--- src/rtl/method_dispatch.sv ---
module method_dispatch #(
  parameter int OBJ_W  = 4,
  parameter int CLS_W  = 3,
  parameter int MTH_W  = 3,
  parameter int ARG_W  = 16,
  parameter int NFU    = 8,
  parameter int TGT_W  = 16,
  parameter int CFG_AW = (OBJ_W > CLS_W + MTH_W) ? OBJ_W : CLS_W + MTH_W,
  parameter int CFG_DW = TGT_W + 2
) (
  input  logic              clk,
  input  logic              rst_n,
  input  logic              instr_valid,
  output logic              instr_ready,
  input  logic [MTH_W-1:0]  instr_method,
  input  logic [OBJ_W-1:0]  instr_obj,
  input  logic [ARG_W-1:0]  instr_arg,
  input  logic              cfg_we,
  input  logic              cfg_sel,
  input  logic [CFG_AW-1:0] cfg_addr,
  input  logic [CFG_DW-1:0] cfg_data,
  output logic [NFU-1:0]    fu_start,
  output logic [NFU-1:0]    fu_clk_en,
  input  logic [NFU-1:0]    fu_done,
  output logic              sw_call_valid,
  output logic [TGT_W-1:0]  sw_call_addr,
  input  logic              sw_call_ready,
  output logic [OBJ_W-1:0]  call_obj,
  output logic [ARG_W-1:0]  call_arg,
  output logic              err_unmapped
);
  localparam int NOBJ   = 1 << OBJ_W;
  localparam int VMT_AW = CLS_W + MTH_W;
  localparam int NVMT   = 1 << VMT_AW;
  localparam int FU_W   = (NFU > 1) ? $clog2(NFU) : 1;

  typedef enum logic [2:0] {S_IDLE, S_OTT, S_VMT, S_HW, S_SW} st_t;

  st_t               state;
  logic [CLS_W-1:0]  cls_tab [NOBJ];
  logic [CFG_DW-1:0] mth_tab [NVMT];
  logic [MTH_W-1:0]  mth_q;
  logic [OBJ_W-1:0]  obj_q;
  logic [ARG_W-1:0]  arg_q;
  logic [CLS_W-1:0]  cls_q;
  logic [TGT_W-1:0]  tgt_q;
  logic              start_q;
  logic              err_q;

  wire               cfg_ok = cfg_we && (state == S_IDLE);
  wire [CFG_DW-1:0]  ent    = mth_tab[{cls_q, mth_q}];
  wire               ent_ok = ent[CFG_DW-1];
  wire               ent_sw = ent[CFG_DW-2];
  wire [FU_W-1:0]    fu_sel = tgt_q[FU_W-1:0];
  wire [NFU-1:0]     fu_hot = {{(NFU-1){1'b0}}, 1'b1} << fu_sel;

  always_ff @(posedge clk) begin
    if (!rst_n) begin
      for (int i = 0; i < NOBJ; i++) cls_tab[i] <= '0;
      for (int j = 0; j < NVMT; j++) mth_tab[j] <= '0;
    end else if (cfg_ok) begin
      if (!cfg_sel) cls_tab[cfg_addr[OBJ_W-1:0]] <= cfg_data[CLS_W-1:0];
      else          mth_tab[cfg_addr[VMT_AW-1:0]] <= cfg_data;
    end
  end

  always_ff @(posedge clk) begin
    if (!rst_n) begin
      state   <= S_IDLE;
      mth_q   <= '0;
      obj_q   <= '0;
      arg_q   <= '0;
      cls_q   <= '0;
      tgt_q   <= '0;
      start_q <= 1'b0;
      err_q   <= 1'b0;
    end else begin
      case (state)
        S_IDLE: if (instr_valid) begin
          mth_q <= instr_method;
          obj_q <= instr_obj;
          arg_q <= instr_arg;
          state <= S_OTT;
        end
        S_OTT: begin
          cls_q <= cls_tab[obj_q];
          state <= S_VMT;
        end
        S_VMT: begin
          tgt_q <= ent[TGT_W-1:0];
          if (!ent_ok) begin
            err_q <= 1'b1;
            state <= S_IDLE;
          end else if (ent_sw) begin
            state <= S_SW;
          end else begin
            start_q <= 1'b1;
            state   <= S_HW;
          end
        end
        S_HW: begin
          start_q <= 1'b0;
          if (fu_done[fu_sel]) state <= S_IDLE;
        end
        S_SW: if (sw_call_ready) state <= S_IDLE;
        default: state <= S_IDLE;
      endcase
    end
  end

  assign instr_ready   = (state == S_IDLE);
  assign fu_clk_en     = (state == S_HW) ? fu_hot : '0;
  assign fu_start      = start_q ? fu_hot : '0;
  assign sw_call_valid = (state == S_SW);
  assign sw_call_addr  = tgt_q;
  assign call_obj      = obj_q;
  assign call_arg      = arg_q;
  assign err_unmapped  = err_q;
endmodule

--- config.mk ---
export PLATFORM = sky130hd
export DESIGN_NAME = method_dispatch
export DESIGN_NICKNAME = d
export VERILOG_FILES = /design/src/rtl/method_dispatch.sv
export SDC_FILE = /design/constraint.sdc
export NUM_CORES = 2
export LEC_CHECK = 0
export BUFFER_PORTS_ARGS = -buffer_cell sky130_fd_sc_hd__buf_4
export CAP_MARGIN = 20
export CORE_MARGIN = 8
export CORE_UTILIZATION = 40
export CTS_CLUSTER_SIZE = 40
export DETAILED_ROUTE_END_ITERATION = 16
export PLACE_DENSITY = 0.53
export SYNTH_ARGS = -nofsm -noshare
export SYNTH_HDL_FRONTEND = slang
export SYNTH_SLANG_ARGS = --single-unit
--- constraint.sdc ---
create_clock -name clk -period 4.3 [get_ports clk]
set_clock_uncertainty 0.1 [all_clocks]
set_input_delay 0.43 -clock clk [delete_from_list [all_inputs] [get_ports clk]]
set_output_delay 0.43 -clock clk [all_outputs]
set_load 0.02 [all_outputs]
==> out/metrics.sh <==
POWER-PER-CELL-AREA_nW_PER_UM2=425
NUMPORTBUFFERS=115
WORSTHOLDPATHTYPE='in2reg'
YOSYSTOPAREACELLSHARE_PCT=63.4
WL_PER_CELL_UM=29.7
CLKSLEWWORSTSETUPHOLDPATHS_PS=60
CTS.PATH.MAX_BUFFERS=3
ROWS=138
IO_PINS=116
ANTENNA_FOUND_INITIAL=17
REG2REG_DEPTH=9
INTERNAL_POWER_uW=21100
FLOORPLAN.DIE_AREA_SQ_UM=155000
COMB_POWER_SHARE_PCT=8.9
PLACE.GP.CONGESTION=0.803
NETLIST_AREA_SQ_UM=56900
DP.FINAL_HPWL_UM=102000
WORSTSETUPENDPOINTTYPE='register'
ASYNC_RESET_FF_SHARE_PCT=0
INITIAL_STANDARD_CELL_UTILIZATION_OF_THE_CORE_PCT=40.2
DRT_ITER0_MARKERS=3415
SETUP-TNS-FINAL_PS=0
CTS_RESIZED=0
GRT_USE_MET3_PCT=4.21
REG2REG_SLACK_PS=910
GRT_PASS1_VIAS=32100
RESIDUAL_DRC=0
YS_SEQ_ELEMENTS=1247
SYNTHESIS.NETS=3717
CLK_LATENCY_PS=770
CRITICALPATHCATEGORY='reg2reg'
TOTAL_CLOCK_BUFFERS_CREATED_BY_CTS=140
FINAL.PERIOD_UTILIZATION_PCT=78.9
DETAILED_PLACE.AREA_SQ_UM=60500
SEQUENTIAL_CELL_AREA_FRACTION_IN_THE_YOSYS_REPORT_PCT=65.0
RSZ_0062_RAISED_AFTER_GLOBAL_ROUTING='false'
TIMING.CRITICAL_PATH.FROM_TYPE='register'
GRT-OVFL-TOTAL=0
WORST-ENDPOINT-ARRIVAL_PS=3990
POST_ROUTE_CELLS_DRIVE_ABOVE_1_SHARE_PCT=24.4
CLOCK_TREE_FROM_TRITONCTS='done'
NETSWITCHINGFRACTION_PCT=23.9
SYNTH.YOSYS.WARNINGS=0
FLOORPLAN.DIE.HEIGHT_UM=393
MOST_FREQUENTLY_USED_CELL_TYPE_IN_THE_POST_SYNTHESIS_NETLIST='sky130_fd_sc_hd__edfxtp_1'
WORST_HOLD_SLACK_PS=177
FMAXACHIEVABLE_MHz=295
ANT_NETS=0
FINAL_AREA_SQ_UM=65200
IR_DROP_mV=0.241
FINALHOLDVIOLATIONS=0
FINALSETUPVIOLATIONS=0
DR_TOTAL_VIAS=32100
P_LEAK_uW=0.0240
MAX_CAP_VIOLATIONS=0
CTS_ROOT_BUF='sky130_fd_sc_hd__clkbuf_16'
WORST-ENDPOINT-REQUIRED_PS=4890
LAYOUT-AREA-OVERHEAD-VS-SYNTH_PCT=14.6
MIN_SETUP_SLACK_POST_ROUTE_PS=907
DIE_WIDTH_UM=393
GRTUSAGETOTAL_PCT=22.1
GLOBAL_ROUTE_WIRE_LENGTH_BEFORE_REPAIR_UM=245000
TIMING.FINAL.MAX_SLEW_VIOLATIONS=0
NUM-NETS-FINAL=3832
HOLD_DEPTH=5
TOTAL_POWER_uW=27700
CLOCK_SINKS=1247
ROUTED_WIRELENGTH_UM=172000
AVGSYNTHCELLAREA_SQ_UM=15.6
NETLIST_TOP_CELLS_COUNT='1,200 x sky130_fd_sc_hd__edfxtp_1, 942 x sky130_fd_sc_hd__and2_1, 366 x sky130_fd_sc_hd__mux4_2'
POWER.SHARE.SEQUENTIAL_PCT=50.3
FILLERS=12100
MET2_USAGE_PCT=33.7
NETLIST_TOP_CELLS_AREA='sky130_fd_sc_hd__edfxtp_1 63%, sky130_fd_sc_hd__mux4_2 14%, sky130_fd_sc_hd__and2_1 10%'
PATH_MAX_FANOUT=18
SYN-INSTANCE-COUNT=3656
SYNTH_LARGEST_AREA_CELL='sky130_fd_sc_hd__edfxtp_1'
FINALCRITICALPERIOD_PS=3390
MAX_SLEW_MARGIN_PCT=29.9
GR-MAX-USAGE-LAYER='met2'
STATUS='finished clean'
POST_PLACEMENT_SETUP_SLACK_PS=982
POWER_FRAC_CLOCK_PCT=40.8
VIAS_PER_CELL=5.55
COREAREA_SQ_UM=141000
SYNTH-EDFF-COUNT=1200
SYNTH_CELL_TYPE_COUNT=44
SYNTH_TOP_FLOP_CELL='sky130_fd_sc_hd__edfxtp_1'
POWER.SWITCHING_uW=6620
LARGEST_NET_DEGREE_AT_THE_START_OF_GLOBAL_ROUTING=137
WORST-SLEW-PIN-TRANSITION_PS=1050
CTS.HTREE.LEVELS=4
GR-USAGE-MET1_PCT=32.8
DRTPASS1ITERATIONS=5
## routing by layer
metal	vias to the layer above	share of wire (%)	wire (um)
met5	-	0.0041	7
met4	2	2.2	3860
met3	206	8.1	13900
met2	1284	45	77700
met1	16700	44	76300
li1	13900	-	-
## path summary, 6_finish.rpt
| path | start | endpoint |
|---|---|---|
| worst max-delay path | mth_q[0]$_SDFFE_PN0P_ | state[0]$_SDFFE_PN0P_ |
| worst min-delay path | fu_done[3] | state[1]$_SDFFE_PN0P_ |
| worst max register to register | mth_q[0]$_SDFFE_PN0P_ | state[0]$_SDFFE_PN0P_ |
| worst min register to register | start_q$_SDFFE_PN0P_ | start_q$_SDFFE_PN0P_ |
## repair_timing
action,CTS,global route
hold endpoints to repair,27,0
hold buffers,47,0
buffers inserted,0,0
## cell type report
class | instances | area [sq um] | area share [%]
Inverter | 5 | 18.8 | 0.0288
Antenna cell | 8 | 20.0 | 0.0307
Tap cell | 1890 | 2360 | 3.63
Clock buffer | 191 | 3790 | 5.82
Multi-Input combinational cell | 2039 | 18600 | 28.5
Clock inverter | 59 | 424 | 0.651
Timing Repair Buffer | 338 | 2960 | 4.54
Sequential cell | 1247 | 37000 | 56.8
## critical path, cell delays in order, from the launching register on
cell	delay, ps
sky130_fd_sc_hd__dfxtp_4	650
sky130_fd_sc_hd__buf_12	270
sky130_fd_sc_hd__buf_4	330
sky130_fd_sc_hd__mux4_2	560
sky130_fd_sc_hd__mux2i_1	270
sky130_fd_sc_hd__nand3_1	240
sky130_fd_sc_hd__o211ai_1	260
sky130_fd_sc_hd__and2_1	200
sky130_fd_sc_hd__nand3_1	220
sky130_fd_sc_hd__nand3_1	160
## stage by stage
step / utilization (%) / cells
2_1_floorplan: - / 3656
3_3_place_gp: 42.7 / 5470
3_5_place_dp: 42.8 / 5472
4_1_cts: 46.1 / 5769
5_1_grt: 46.1 / 5769
6_report: 46.1 / 5777
## registers in the layout, summed over array words and instances, names as in the netlist
signal,flops
call_arg,16
call_obj,4
cls_q,3
cls_tab,48
err_unmapped,1
mth_q,3
mth_tab,1152
start_q,1
state,3
sw_call_addr,16
## placed cells by master (no fill, tap or decap), types with 2 or more instances in the layout
| cell | n |
|---|---|
| sky130_fd_sc_hd__nand2_1 | 129 |
| sky130_fd_sc_hd__edfxtp_1 | 1200 |
| sky130_fd_sc_hd__clkbuf_16 | 144 |
| sky130_fd_sc_hd__nor2b_1 | 9 |
| sky130_fd_sc_hd__nor3b_1 | 3 |
| sky130_fd_sc_hd__inv_1 | 4 |
| sky130_fd_sc_hd__diode_2 | 8 |
| sky130_fd_sc_hd__buf_4 | 267 |
| sky130_fd_sc_hd__nor4_1 | 4 |
| sky130_fd_sc_hd__or3_1 | 2 |
| sky130_fd_sc_hd__clkinv_1 | 25 |
| sky130_fd_sc_hd__nor3_1 | 8 |
| sky130_fd_sc_hd__nor3_2 | 5 |
| sky130_fd_sc_hd__clkbuf_1 | 46 |
| sky130_fd_sc_hd__a31oi_1 | 2 |
| sky130_fd_sc_hd__nor2_1 | 48 |
| sky130_fd_sc_hd__a21boi_0 | 23 |
| sky130_fd_sc_hd__o21ai_2 | 60 |
| sky130_fd_sc_hd__o21ai_0 | 4 |
| sky130_fd_sc_hd__mux2i_1 | 35 |
| sky130_fd_sc_hd__nor3_4 | 4 |
| sky130_fd_sc_hd__a21oi_1 | 35 |
| sky130_fd_sc_hd__clkinvlp_4 | 3 |
| sky130_fd_sc_hd__dfxtp_4 | 4 |
| sky130_fd_sc_hd__and3_1 | 263 |
| sky130_fd_sc_hd__and2_1 | 942 |
| sky130_fd_sc_hd__clkinv_2 | 18 |
| sky130_fd_sc_hd__dfxtp_1 | 43 |
| sky130_fd_sc_hd__buf_12 | 22 |
| sky130_fd_sc_hd__bufinv_16 | 4 |
| sky130_fd_sc_hd__mux2_2 | 4 |
| sky130_fd_sc_hd__dlygate4sd3_1 | 47 |
| sky130_fd_sc_hd__inv_6 | 5 |
| sky130_fd_sc_hd__o21ai_1 | 16 |
| sky130_fd_sc_hd__nand3_1 | 16 |
| sky130_fd_sc_hd__clkinv_4 | 2 |
| sky130_fd_sc_hd__mux4_2 | 366 |
| sky130_fd_sc_hd__nor2_2 | 29 |
| sky130_fd_sc_hd__nand2b_1 | 16 |
## power groups by stage
stage	clock, uW	combinational [uW]	sequential, uW
after global placement	0	2450	14200
final	11300	2470	13900
after CTS	11500	2500	13900
after detailed placement	0	2460	14200
after global routing	12000	2580	14000
after floorplan	0	1400	14100
## kinds of logic after synthesis
group                  synth area share (%)
AO/OA/AOI/OAI                          1.46
buffers and inverters                  2.79
flip-flops                             65.0
multiplexers                           15.2
AND/OR/NAND/NOR                        15.6
Note: power is estimated with default switching activity, not from simulation.
